===== src/rtl/dwd_pkg.sv =====
package dwd_pkg;
  // Strobes from a window controller to its datapath.
  typedef struct packed {
    logic load;   // take a fresh configuration for the window now opening
    logic take;   // a valid stream bit is accepted this cycle
    logic close;  // the current window ends on this edge
  } winStrobe_t;
endpackage


===== src/rtl/dwd_window_ctrl.sv =====
module dwd_window_ctrl
  import dwd_pkg::*;
#(
  parameter int W = 10
) (
  input  logic         clk,
  input  logic         rstN,
  input  logic         bitValid,
  input  logic         timeMode,
  input  logic [W-1:0] lenIn,
  input  logic [W-1:0] ticksIn,
  output winStrobe_t   strobe
);
  logic         armed;
  logic         modeQ;
  logic [W-1:0] lenQ;
  logic [W-1:0] ticksQ;
  logic [W-1:0] posCnt;
  logic [W-1:0] limit;
  logic [W-1:0] effLimit;
  logic         winEvent;
  logic         endReached;

  always_comb begin
    limit      = modeQ ? ticksQ : lenQ;
    effLimit   = (limit == '0) ? W'(1) : limit;
    winEvent   = armed && (modeQ || bitValid);
    endReached = winEvent && (({1'b0, posCnt} + 1'b1) >= {1'b0, effLimit});
    strobe.take  = armed && bitValid;
    strobe.close = endReached;
    strobe.load  = !armed || endReached;
  end

  always_ff @(posedge clk) begin
    if (!rstN) begin
      armed  <= 1'b0;
      modeQ  <= 1'b0;
      lenQ   <= '0;
      ticksQ <= '0;
      posCnt <= '0;
    end else begin
      armed <= 1'b1;
      if (strobe.load) begin
        modeQ  <= timeMode;
        lenQ   <= lenIn;
        ticksQ <= ticksIn;
        posCnt <= '0;
      end else if (winEvent) begin
        posCnt <= posCnt + 1'b1;
      end
    end
  end

  // Position inside an open window always stays short of its effective length.
  assert_pos_below_limit_R2: assert property (@(posedge clk) disable iff (!rstN)
    armed |-> (posCnt < effLimit));

endmodule


===== src/rtl/dwd_window_dp.sv =====
module dwd_window_dp
  import dwd_pkg::*;
#(
  parameter int W           = 10,
  parameter int OVLD_MARGIN = 1
) (
  input  logic         clk,
  input  logic         rstN,
  input  logic         bitIn,
  input  winStrobe_t   strobe,
  input  logic [W-1:0] enterIn,
  input  logic [W-1:0] exitIn,
  output logic [W-1:0] resCount,
  output logic [W-1:0] resBits,
  output logic         resAbove,
  output logic         resBelow,
  output logic         resOvld,
  output logic         resDone
);
  localparam logic [W:0] MARGIN = (W+1)'(OVLD_MARGIN);

  logic [W-1:0] onesCnt;
  logic [W-1:0] bitsCnt;
  logic [W-1:0] enterQ;
  logic [W-1:0] exitQ;
  logic [W-1:0] finalOnes;
  logic [W-1:0] finalBits;
  logic         ovldNow;

  always_comb begin
    finalOnes = onesCnt + W'(strobe.take & bitIn);
    finalBits = bitsCnt + W'(strobe.take);
    ovldNow   = ({1'b0, finalOnes} <= MARGIN) ||
                (({1'b0, finalOnes} + MARGIN) >= {1'b0, finalBits});
  end

  always_ff @(posedge clk) begin
    if (!rstN) begin
      onesCnt  <= '0;
      bitsCnt  <= '0;
      enterQ   <= '0;
      exitQ    <= '0;
      resCount <= '0;
      resBits  <= '0;
      resAbove <= 1'b0;
      resBelow <= 1'b0;
      resOvld  <= 1'b0;
      resDone  <= 1'b0;
    end else begin
      if (strobe.load) begin
        enterQ <= enterIn;
        exitQ  <= exitIn;
      end
      if (strobe.close) begin
        resCount <= finalOnes;
        resBits  <= finalBits;
        resAbove <= finalOnes > enterQ;
        resBelow <= finalOnes < exitQ;
        resOvld  <= ovldNow;
        resDone  <= 1'b1;
        onesCnt  <= '0;
        bitsCnt  <= '0;
      end else begin
        resDone <= 1'b0;
        onesCnt <= finalOnes;
        bitsCnt <= finalBits;
      end
    end
  end

  assert_running_ones_le_bits_R1: assert property (@(posedge clk) disable iff (!rstN)
    onesCnt <= bitsCnt);

  assert_count_le_bits_R1: assert property (@(posedge clk) disable iff (!rstN)
    resDone |-> (resCount <= resBits));

  assert_ovld_at_zero_R5: assert property (@(posedge clk) disable iff (!rstN)
    (resDone && resCount == '0) |-> resOvld);

  assert_flags_exclusive_R4: assert property (@(posedge clk) disable iff (!rstN)
    (strobe.close && enterQ >= exitQ) |=> !(resAbove && resBelow));

  assert_first_load_empty_R9: assert property (@(posedge clk) disable iff (!rstN)
    (strobe.load && !strobe.close) |-> (onesCnt == '0 && bitsCnt == '0));

endmodule


===== src/rtl/density_window_pair.sv =====
module density_window_pair
  import dwd_pkg::*;
#(
  parameter int W           = 10,
  parameter int OVLD_MARGIN = 1
) (
  input  logic              clk,
  input  logic              rstN,
  input  logic              bitValid,
  input  logic              bitIn,
  input  logic              timeMode,
  input  logic [1:0][W-1:0] winLen,
  input  logic [1:0][W-1:0] winTicks,
  input  logic [1:0][W-1:0] enterTh,
  input  logic [1:0][W-1:0] exitTh,
  output logic [1:0][W-1:0] winCount,
  output logic [1:0][W-1:0] winBits,
  output logic [1:0]        winAbove,
  output logic [1:0]        winBelow,
  output logic [1:0]        winOvld,
  output logic [1:0]        winDone
);
  localparam int NWIN = 2;

  for (genvar w = 0; w < NWIN; w++) begin : g_win
    winStrobe_t strobe;

    dwd_window_ctrl #(.W(W)) i_ctrl (
      .clk      (clk),
      .rstN     (rstN),
      .bitValid (bitValid),
      .timeMode (timeMode),
      .lenIn    (winLen[w]),
      .ticksIn  (winTicks[w]),
      .strobe   (strobe)
    );

    dwd_window_dp #(.W(W), .OVLD_MARGIN(OVLD_MARGIN)) i_dp (
      .clk      (clk),
      .rstN     (rstN),
      .bitIn    (bitIn),
      .strobe   (strobe),
      .enterIn  (enterTh[w]),
      .exitIn   (exitTh[w]),
      .resCount (winCount[w]),
      .resBits  (winBits[w]),
      .resAbove (winAbove[w]),
      .resBelow (winBelow[w]),
      .resOvld  (winOvld[w]),
      .resDone  (winDone[w])
    );
  end

endmodule


===== config.mk =====
export PLATFORM = sky130hd
export DESIGN_NAME = density_window_pair
export DESIGN_NICKNAME = d
export VERILOG_FILES = /design/src/rtl/dwd_pkg.sv /design/src/rtl/dwd_window_ctrl.sv /design/src/rtl/dwd_window_dp.sv /design/src/rtl/density_window_pair.sv
export SDC_FILE = /design/constraint.sdc
export NUM_CORES = 1
export LEC_CHECK = 0
export ABC_AREA = 1
export BUFFER_PORTS_ARGS = -buffer_cell sky130_fd_sc_hd__buf_2
export CAP_MARGIN = 20
export CORE_AREA = 2 2 163 165
export DETAILED_ROUTE_END_ITERATION = 8
export DIE_AREA = 0 0 165 167
export GPL_TIMING_DRIVEN = 0
export PLACE_DENSITY = 0.65
export SLEW_MARGIN = 30
export SYNTH_ARGS = -nofsm -noshare
export SYNTH_HDL_FRONTEND = slang
export SYNTH_SLANG_ARGS = --single-unit
export TNS_END_PERCENT = 20

===== constraint.sdc =====
create_clock -name clk -period 3.7 [get_ports clk]
set_input_delay 0.185 -clock clk [delete_from_list [all_inputs] [get_ports clk]]
set_output_delay 0.185 -clock clk [all_outputs]
set_load 0.01 [all_outputs]

==> results of run 1 <==
## kinds of logic after synthesis
group	Yosys count	share of synthesized area
xor+xnor	41	0.03698
flops	191	0.3742
fa+ha+maj	95	0.1163
buf+inv	213	0.09184
simple gates	598	0.2514
mux	22	0.02155
compound gates	195	0.1076
## flip-flops by register name, indices dropped and copies added (netlist names)
| name | flops |
|---|---|
| g_win.i_ctrl.lenQ | 20 |
| g_win.i_ctrl.posCnt | 20 |
| g_win.i_ctrl.ticksQ | 20 |
| g_win.i_dp.bitsCnt | 20 |
| g_win.i_dp.enterQ | 20 |
| g_win.i_dp.exitQ | 20 |
| g_win.i_dp.onesCnt | 20 |
| g_win.i_dp.resBits | 20 |
| g_win.i_dp.resCount | 20 |
| g_win.i_ctrl.modeQ | 2 |
| g_win.i_dp.resAbove | 2 |
| g_win.i_dp.resBelow | 2 |
| g_win.i_dp.resDone | 2 |
| g_win.i_dp.resOvld | 2 |
| g_win.i_ctrl.armed | 1 |
## synthesized netlist by cell type, types with 2 or more instances
library cell	count	area (sq um)
nand2_2	7	43.79
o21bai_1	4	30.03
nor3_2	2	20.02
inv_2	4	15.01
mux2i_1	22	220.2
o221ai_1	2	17.52
dfxtp_1	191	3824
nor2_2	2	12.51
xor2_1	34	297.8
o21ai_2	20	175.2
buf_6	12	135.1
or2_2	3	18.77
nand3_1	118	590.6
ha_1	95	1189
buf_4	8	60.06
nor3_1	7	35.03
inv_1	149	559.3
a21o_1	3	22.52
nand4_1	19	118.9
o21a_1	4	30.03
buf_2	15	75.07
xnor2_1	6	52.55
nor2_1	118	442.9
o31ai_1	2	15.01
a21oi_1	112	560.5
nand2_4	3	33.78
buf_1	10	37.54
clkbuf_1	15	56.30
nand3b_1	4	30.03
nor4_1	2	12.51
nand2_1	308	1156
o21ai_0	37	185.2
o21ai_1	9	45.04
## worst max path at each step
stage,cells past startpoint,endpoint,slack (ns),from
3_3_place_gp,25,g_win[0].i_dp.resOvld,-1.05,g_win[1].i_ctrl.armed
3_5_place_dp,25,g_win[0].i_dp.resOvld,-1.09,g_win[1].i_ctrl.armed
4_1_cts,23,g_win[0].i_dp.resOvld,0.0002,g_win[1].i_ctrl.armed
5_1_grt,24,g_win[0].i_dp.resOvld,0.01,g_win[1].i_ctrl.armed
2_1_floorplan,25,g_win[0].i_dp.resOvld,0.006,g_win[1].i_ctrl.armed
6_report,21,g_win[0].i_dp.resOvld,0.32,g_win[1].i_ctrl.armed
## routing by layer
| metal | track usage | up-vias | share of wire |
|---|---|---|---|
| li1 | - | 4764 | - |
| met1 | 0.2598 | 4207 | 0.49 |
| met2 | 0.3054 | 213 | 0.45 |
| met3 | 0.03562 | 22 | 0.046 |
| met4 | 0.04612 | 0 | 0.012 |
| met5 | 0 | - | 0 |
## final cells by class
class | count | share of cell area
plain buffers | 58 | 0.03023
repair buffers | 173 | 0.08712
well taps | 335 | 0.03409
inverters | 153 | 0.04671
flip-flops and latches | 191 | 0.3110
clock inverters | 13 | 0.01069
diodes | 1 | 0.0002035
clock buffers | 19 | 0.03521
multi-input cells | 951 | 0.4447
## tightest hold or removal path, cell delays in order
cell	delay, ns
buf_2	0.10
nand2_1	0.06
a21oi_1	0.05
## repair_timing
action | 4_1_cts | 5_1_grt
hold buffers | 40 | 1
endpoints found under the hold margin | 40 | 1
pin swaps | 0 | 1
gates cloned | 0 | 0
endpoints found under the setup margin | 6 | 2
gates resized for setup | 4 | 5
## power by group through the flow
stage | clock (W) | sequential (W) | combinational (W)
after floorplan | 0 | 0.00223 | 0.000502
after global placement | 0 | 0.00224 | 0.000704
after detailed placement | 0 | 0.00224 | 0.000715
after CTS | 0.00184 | 0.00219 | 0.000753
after global routing | 0.00193 | 0.00220 | 0.000848
final | 0.00181 | 0.00219 | 0.000753
## stage by stage
stage | worst slack [ns] | cell area, sq um | std cells | hold slack [ns]
finish | 0.3242 | 12290 | 1894 | 0.006549
floorplan | 0.005779 | 10220 | 1355 | 0.2127
global route | 0.01198 | 12290 | 1894 | 0.002092
CTS | 0.0002478 | 12270 | 1892 | 0.0003741
detailed placement | -1.087 | 11300 | 1822 | 0.3924
global placement | -1.050 | 11300 | 1822 | 0.3850
==> reports/metrics.csv, run 1 <==
metric,value,unit
clock share of power,0.381,
final slew viol count,0,
CP max FO,26,
min cycle time layout,3.376,ns
first-pass GRT wire length,41.49,mm
multi-input gate area in the final layout,0.005468,sq mm
Slew HR,0.6152,
Setup Skew,0.01444,ns
gp weighted congestion,0.8923,
"Core Util, Final",0.4772,
CTS Buf Count,17,
Crit Path Category,reg -> reg,
RSZ-0062 raised after global routing,false,
critical path startpoint category,flop,
"Hold Vio Cnt, Final",0,
"commonest non-fill, non-tap cell in the layout",nand2_1,
FF+latch area,0.003824,sq mm
Setup TNS,0,ns
switching share of total power,0.2871,
post-synthesis cell area,0.01022,sq mm
die area,0.02756,sq mm
worst-skew pair later-pin latency,0.44,ns
drt first pass iters,5,
Post-route DRC,0,
GRT Total Usage,0.1892,
"Net count, final",1725,
#FFs+latches synth,191,
initial antenna violation count,1,
Synth async-reset ratio,0,
Yosys warning count,0,
Critical Path RT,4.03,ns
fraction of layout cells with a size suffix above 1,0.1585,
worst reg2reg endpoint,g_win[0].i_dp.resOvld,
CP Data Arrival Time,3.71,ns
top_reg_cell synth,dfxtp_1,
Site Rows,59,
"Max stage delay cell, worst path",dfxtp_1,
Clock transition at path regs,0.07,ns
clock sinks,191,
Post-synth EDFFs,0,
leak pwr,5.795,nW
Min-Delay Startpoint,exitTh[11],
Reg power frac,0.461,
via count,9206,
Final HPWL DP,19.86,mm
worst path cell trace,"buf_12, nand2_2, nor2_4, ha_1, nand2_2, nor2_4, nand2_1, xnor2_4, inv_1, nor3_2, nor2_1, ha_1, a21o_1, nor2_1, nand2_1, nand2_1, nand3_1, nand2_1, nand4_1, nand2_1, nand2_1",
H-tree Lvls,4,
die width,165,um
hold worst-path end,g_win[1].i_dp.exitQ[1],
Gate power share,0.158,
Power Dens Cells,387.1,mW/mm^2
Avg Synthesized Cell Area,7.540,sq um
endpoints failing setup,0,
CP peak stage delay,0.36,ns
register-to-register path setup slack,0.32,ns
vias in the first global route,8575,
initial core utilization,0.3966,
Post-CTS Setup Bufs,0,
gr ovfl total,0,
status,completed,
Crit path max-delay family,simple AND/OR/NAND/NOR gates,
FF-to-FF path depth,21,
Int Pwr,0.003392,W
clock root buffer,clkbuf_16,
CP bufs+invs,2,
CTS max path bufs,2,
Worst-Margin Slew,0.5772,ns
port bufs,132,
CTS tree,done,
P&R area growth vs syn,20.33,%
fmax,0.2962,GHz
WL per Instance,13.61,um
fraction of the cycle the final worst path needs,0.9124,
die height,167,um
Synth cell types,41,
sequential cell area fraction in the yosys report,0.3742,
Starting DRT DRC Count,510,
Routed WL,25.78,mm
Hold WC Path Type,in -> reg,
total power,0.004759,W
core area,0.02576,sq mm
Routed Antenna Nets,0,
Most Frequent Cell on Critical Path,nand2_1,
maximum vdd drop,0.0002783,V
Mapped Nets,1535,
worst r2r src,g_win[1].i_ctrl.armed,
max-cap violations,0,
hold path depth,3,
endpoint class of the critical path,flop,
Ports,133,
vias per inst,4.861,
largest net degree at the start of global routing,27,
switching power,0.001366,W
most frequent cells in the layout,"306 x nand2_1, 191 x dfxtp_1, 148 x inv_1, 146 x buf_2, 118 x nand3_1",
synthesized instance count,1355,
Filler cells,2606,
Note: power is estimated with default switching activity, not from simulation.
==> inputs of run 2 (changes only) <==
--- a/config.mk
+++ b/config.mk
@@ -8,11 +8,11 @@
 export ABC_AREA = 1
 export BUFFER_PORTS_ARGS = -buffer_cell sky130_fd_sc_hd__buf_2
 export CAP_MARGIN = 20
-export CORE_AREA = 2 2 163 165
+export CORE_AREA = 2 2 146 148
 export DETAILED_ROUTE_END_ITERATION = 8
-export DIE_AREA = 0 0 165 167
+export DIE_AREA = 0 0 148 150
 export GPL_TIMING_DRIVEN = 0
-export PLACE_DENSITY = 0.65
+export PLACE_DENSITY = 0.77
 export SLEW_MARGIN = 30
 export SYNTH_ARGS = -nofsm -noshare
 export SYNTH_HDL_FRONTEND = slang
==> constraint.sdc (replaced) <==
create_clock -name clk -period 3.7 [get_ports clk]
set_input_delay 0.185 -clock clk [delete_from_list [all_inputs] [get_ports clk]]
set_output_delay 0.185 -clock clk [all_outputs]
set_load 0.005 [all_outputs]
==> reports/metrics.csv, run 2 (synthesized netlist as in run 1, its figures left out) <==
metric,value,unit
gr ovfl total,0,
Place WS,-1.137,ns
max-cap violations,0,
fraction of the cycle the final worst path needs,0.9092,
die width,148,um
multi-input gate area in the final layout,0.005470,sq mm
Hold WC Path Type,in -> reg,
worst reg2reg endpoint,g_win[0].i_dp.resOvld,
first-pass GRT wire length,42.44,mm
switching power,0.001373,W
met1 WL,11.45,mm
final worst setup slack,0.3360,ns
Slew HR,0.6257,
WL met3,1.424,mm
fraction of layout cells with a size suffix above 1,0.1591,
CP Data Arrival Time,3.71,ns
"Core Util, Final",0.5966,
clock share of power,0.373,
Post-CTS Setup Bufs,0,
port bufs,132,
Gate power share,0.161,
"Hold Vio Cnt, Final",0,
drt first pass iters,5,
critical path startpoint category,flop,
clock root buffer,clkbuf_16,
FF+latch area,0.003824,sq mm
Crit Path Category,reg -> reg,
GRT Total Usage,0.2378,
endpoints failing setup,0,
vias in the first global route,9139,
Routed Antenna Nets,0,
Critical Path RT,4.04,ns
Reg power frac,0.466,
die height,150,um
Ports,133,
vias per inst,5.105,
design area,0.01234,sq mm
final hold slack,0.006703,ns
clock sinks,191,
Routed WL,25.72,mm
Worst-Margin Slew,0.5614,ns
Clock transition at path regs,0.07,ns
Int Pwr,0.003340,W
Post-route DRC,0,
FF-to-FF path depth,21,
fmax,0.2973,GHz
gp weighted congestion,0.8807,
core area,0.02069,sq mm
endpoint class of the critical path,flop,
maximum vdd drop,0.0003063,V
RSZ-0062 raised after global routing,false,
Filler cells,1909,
CTS max path bufs,2,
worst r2r src,g_win[1].i_ctrl.armed,
die area,0.02220,sq mm
initial antenna violation count,1,
Placed Area,0.01122,sq mm
Power Dens Cells,381.9,mW/mm^2
top routing layer used,met4,
Setup Skew,0.01125,ns
wire length on met2,12.38,mm
switching share of total power,0.2914,
initial core utilization,0.4938,
CTS tree,done,
via count,9429,
crit path from,g_win[1].i_ctrl.armed,
H-tree Lvls,4,
CP max FO,26,
"commonest non-fill, non-tap cell in the layout",nand2_1,
P&R area growth vs syn,20.81,%
Site Rows,53,
largest net degree at the start of global routing,27,
Starting DRT DRC Count,446,
leak pwr,5.854,nW
final slew viol count,0,
WL per Instance,13.93,um
worst-skew pair later-pin latency,0.44,ns
most frequent cells in the layout,"306 x nand2_1, 191 x dfxtp_1, 148 x inv_1, 146 x buf_2, 118 x nand3_1",
min cycle time layout,3.364,ns
Final HPWL DP,19.32,mm
status,completed,
worst setup path endpoint,g_win[0].i_dp.resOvld,
total power,0.004714,W
"Net count, final",1738,
register-to-register path setup slack,0.34,ns
CTS Buf Count,17,
## run 2: area by class of cell
type,count,area share
Multi-Input combinational cell,951,0.4432
Sequential cell,191,0.3098
Timing Repair Buffer,186,0.09731
Inverter,153,0.04653
Clock buffer,17,0.03447
Buffer,58,0.03011
Tap cell,275,0.02788
Clock inverter,15,0.01054
Antenna cell,1,0.0002027
## run 2: repair_timing
| action | CTS | global route |
|---|---|---|
| endpoints found under the hold margin | 54 | 0 |
| hold buffers | 54 | 0 |
| pin swaps | 0 | 1 |
| setup endpoints to repair | 6 | 2 |
| gates resized for setup | 4 | 6 |
## run 2: power by group through the flow
stage	clock network, W	logic (W)	registers (W)
after floorplan	0	0.000500	0.00223
after global placement	0	0.000682	0.00224
after detailed placement	0	0.000703	0.00224
after CTS	0.00178	0.000752	0.00219
after global routing	0.00187	0.000860	0.00220
final	0.00176	0.000760	0.00219
## run 2: routing by layer
layer | global-route usage | vias up
met5 | 0 | -
li1 | - | 4801
met4 | 0.08190 | 0
met2 | 0.4139 | 257
met3 | 0.03750 | 42
met1 | 0.2999 | 4329
## run 2: through the flow
stage	cells	TNS (ns)
after floorplan	1355	0
after global placement	1762	-3.973
after detailed placement	1762	-4.793
after CTS	1846	0
after global routing	1847	0
final	1847	0
## run 2: worst min path at each step
stage	from	endpoint	slack, ns	cells after the start
2_1_floorplan	rstN	g_win[1].i_ctrl.armed	0.21	0
3_3_place_gp	rstN	g_win[1].i_ctrl.armed	0.40	1
3_5_place_dp	rstN	g_win[1].i_ctrl.armed	0.40	1
4_1_cts	winLen[0]	g_win[0].i_ctrl.lenQ[0]	0.0002	3
5_1_grt	exitTh[10]	g_win[1].i_dp.exitQ[0]	0.01	3
6_report	enterTh[17]	g_win[1].i_dp.enterQ[7]	0.007	3
## run 2: critical path, stage by stage (launching register included)
cell and delay, ns:
dfxtp_1 0.36, buf_12 0.20, nand2_2 0.12, nor2_4 0.16
ha_1 0.21, nand2_2 0.08, nor2_4 0.15, nand2_1 0.15
xnor2_4 0.31, inv_1 0.16, nor3_2 0.24, nor2_1 0.08
ha_1 0.31, a21o_1 0.16, nor2_1 0.11, nand2_1 0.07
nand2_1 0.05, nand3_1 0.06, nand2_1 0.07, nand4_1 0.09
nand2_1 0.06, nand2_1 0.04
==> inputs of run 3 (changes only) <==
--- a/config.mk
+++ b/config.mk
@@ -8,13 +8,14 @@
 export ABC_AREA = 1
 export BUFFER_PORTS_ARGS = -buffer_cell sky130_fd_sc_hd__buf_2
 export CAP_MARGIN = 20
-export CORE_AREA = 2 2 146 148
+export CORE_AREA = 2 2 147 149
 export DETAILED_ROUTE_END_ITERATION = 8
-export DIE_AREA = 0 0 148 150
+export DIE_AREA = 0 0 149 151
 export GPL_TIMING_DRIVEN = 0
-export PLACE_DENSITY = 0.77
+export PLACE_DENSITY = 0.76
 export SLEW_MARGIN = 30
 export SYNTH_ARGS = -nofsm -noshare
 export SYNTH_HDL_FRONTEND = slang
+export SYNTH_HIERARCHICAL = 1
 export SYNTH_SLANG_ARGS = --single-unit
 export TNS_END_PERCENT = 20
==> reports/metrics.csv, run 3 <==
metric,value,unit
status,completed,
maximum vdd drop,0.0003007,V
fmax,0.2872,GHz
critical path startpoint category,flop,
core area,0.02082,sq mm
leak pwr,5.842,nW
switching power,0.001300,W
gr ovfl total,0,
Crit Path Category,reg -> reg,
fraction of the cycle the final worst path needs,0.9409,
Critical Path RT,4.03,ns
P&R area growth vs syn,18.42,%
Gate power share,0.163,
Post-synth EDFFs,0,
via count,9101,
leading cell types by count after synthesis,"262 x nand2_1, 192 x dfxtp_1, 155 x inv_1",
Slew HR,0.5425,
H-tree Lvls,4,
vias per inst,5.065,
drt first pass iters,5,
Starting DRT DRC Count,471,
fin cells,1797,
CTS Buf Count,17,
max-cap violations,0,
Hold WC Path Type,in -> reg,
post-synthesis cell area,0.01024,sq mm
CP max FO,10,
endpoints failing setup,0,
Routed WL,24.64,mm
switching share of total power,0.2758,
multi-input gate area in the final layout,0.005550,sq mm
Filler cells,1886,
RSZ-0062 raised after global routing,true,
FF+latch area,0.003844,sq mm
synthesized instance count,1332,
die area,0.02250,sq mm
initial core utilization,0.4918,
GRT Total Usage,0.2228,
sequential cell area fraction in the yosys report,0.3753,
Routed Antenna Nets,0,
most frequent cells in the layout,"262 x nand2_1, 192 x dfxtp_1, 155 x inv_1, 135 x buf_2, 111 x a21oi_1",
Final HPWL DP,18.62,mm
Setup Skew,0.01327,ns
Mapped Nets,1513,
placed cell count,1739,
first-pass GRT wire length,40.41,mm
Synth async-reset ratio,0,
clock root buffer,clkbuf_16,
Site Rows,53,
clock sinks,192,
"Net count, final",1690,
"Core Util, Final",0.5824,
cell taking the most area after synthesis,dfxtp_1,
Yosys warning count,6,
#FFs+latches synth,192,
largest cells by area after synthesis,"dfxtp_1 38%, ha_1 12%, nand2_1 9.6%",
largest net degree at the start of global routing,17,
min cycle time layout,3.481,ns
Post-route DRC,0,
CP Data Arrival Time,3.81,ns
endpoint class of the critical path,flop,
final slew viol count,0,
"commonest non-fill, non-tap cell in the layout",nand2_1,
top_reg_cell synth,dfxtp_1,
die width,149,um
die height,151,um
Ports,133,
Synth cell types,41,
clock share of power,0.366,
CTS max path bufs,2,
Avg Synthesized Cell Area,7.688,sq um
fraction of layout cells with a size suffix above 1,0.1757,
port bufs,132,
Post-CTS Setup Bufs,0,
"count leader, synth",nand2_1,
vias in the first global route,8566,
CTS tree,done,
WL per Instance,13.71,um
Int Pwr,0.003414,W
gp weighted congestion,0.8534,
Clock transition at path regs,0.07,ns
"Hold Vio Cnt, Final",0,
Worst-Margin Slew,0.6817,ns
Power Dens Cells,388.7,mW/mm^2
initial antenna violation count,1,
Reg power frac,0.471,
worst-skew pair later-pin latency,0.43,ns
share of the synthesized area in the top cell type,0.3753,
run 3: changes by cell type after synthesis, moves of 7 or more:
cell and delta:
buf_2 -13, nand3_1 -43, clkbuf_1 +15, buf_6 -8
o21ai_0 +60, buf_1 -10, nor2_1 -9, o21ai_2 -20
nor2_2 +7, nand2_1 -46, nand2_2 +14
run 3: final timing paths:
| path | startpoint | depth (start not counted) | to | slack, ns |
|---|---|---|---|---|
| min | winTicks[12] | 3 | g_win[1].i_ctrl/ticksQ[2] | 0.02 |
| max | g_win[0].i_ctrl/armed | 24 | g_win[0].i_dp/resOvld | 0.22 |
| min reg2reg | g_win[0].i_dp/resOvld | 2 | g_win[0].i_dp/resOvld | 0.45 |
| max reg2reg | g_win[0].i_ctrl/armed | 24 | g_win[0].i_dp/resOvld | 0.22 |
run 3: power by group through the flow:
| stage | Clock (W) | Combinational [W] | Sequential [W] |
|---|---|---|---|
| floorplan | 0 | 0.000520 | 0.00225 |
| finish | 0.00173 | 0.000768 | 0.00222 |
| CTS | 0.00176 | 0.000758 | 0.00222 |
| global route | 0.00185 | 0.000872 | 0.00223 |
| detailed placement | 0 | 0.000731 | 0.00227 |
| global placement | 0 | 0.000712 | 0.00226 |
run 3: stage by stage:
stage	instance area, sq um	TNS (ns)	power (W)	hold slack (ns)	setup slack (ns)
floorplan	10240	0	0.002775	0.2127	0.6795
global placement	11250	0	0.002974	0.4261	0.06129
detailed placement	11250	0	0.002996	0.4339	0.04914
CTS	12030	0	0.004735	0.0006461	0.002659
global route	12130	-0.09833	0.004953	0.003067	-0.05716
finish	12130	0	0.004714	0.01556	0.2185
run 3: kinds of logic (layout without fill, tap and decap cells):
kind of cell / Yosys count / count (layout) / share of synthesized area
XOR/XNOR: 45 / 45 / 0.03849
buffers and inverters: 210 / 398 / 0.08894
adder cells (fa/ha/maj): 96 / 96 / 0.1173
multiplexers: 20 / 20 / 0.01955
flip-flops: 192 / 192 / 0.3753
other: 0 / 2 / 0
AO/OA/AOI/OAI: 243 / 243 / 0.1276
AND/OR/NAND/NOR: 526 / 526 / 0.2329
run 3: layer usage:
layer | track usage | up-vias | part of all wire
met1 | 0.2826 | 4178 | 0.46
met2 | 0.3910 | 205 | 0.48
met5 | 0 | - | 0
li1 | - | 4688 | -
met3 | 0.03313 | 30 | 0.038
met4 | 0.07000 | 0 | 0.016
run 3: area by class of cell:
type                       instances  share of cell area
buffer                            48             0.02631
clock inverter                     9            0.007119
timing repair buffer             158             0.07593
multi-input combinational        930              0.4576
tap                              275             0.02837
inverter                         162             0.05014
sequential                       192              0.3169
clock buffer                      21             0.03714
antenna                            2           0.0004127
run 3: repair_timing:
item,in CTS,in global routing
hold buffers,25,1
gates resized for setup,0,38
endpoints found under the hold margin,25,1
endpoints found under the setup margin,0,120
run 3: worst max-delay path, cell delays in order (launching register included):
cell     delay, ns
dfxtp_1       0.29
buf_2         0.17
buf_4         0.19
nand2_1       0.13
inv_1         0.07
nand2_1       0.06
inv_1         0.06
ha_1          0.21
ha_4          0.30
ha_2          0.19
inv_1         0.05
nor2_2        0.14
nand3_2       0.13
nor2_4        0.19
xor2_2        0.15
ha_1          0.26
a21o_1        0.19
nor2_1        0.09
nand2_1       0.07
nand2_1       0.05
nand2_1       0.06
a21oi_1       0.15
nand2_1       0.07
nand2_1       0.06
nand2_1       0.04
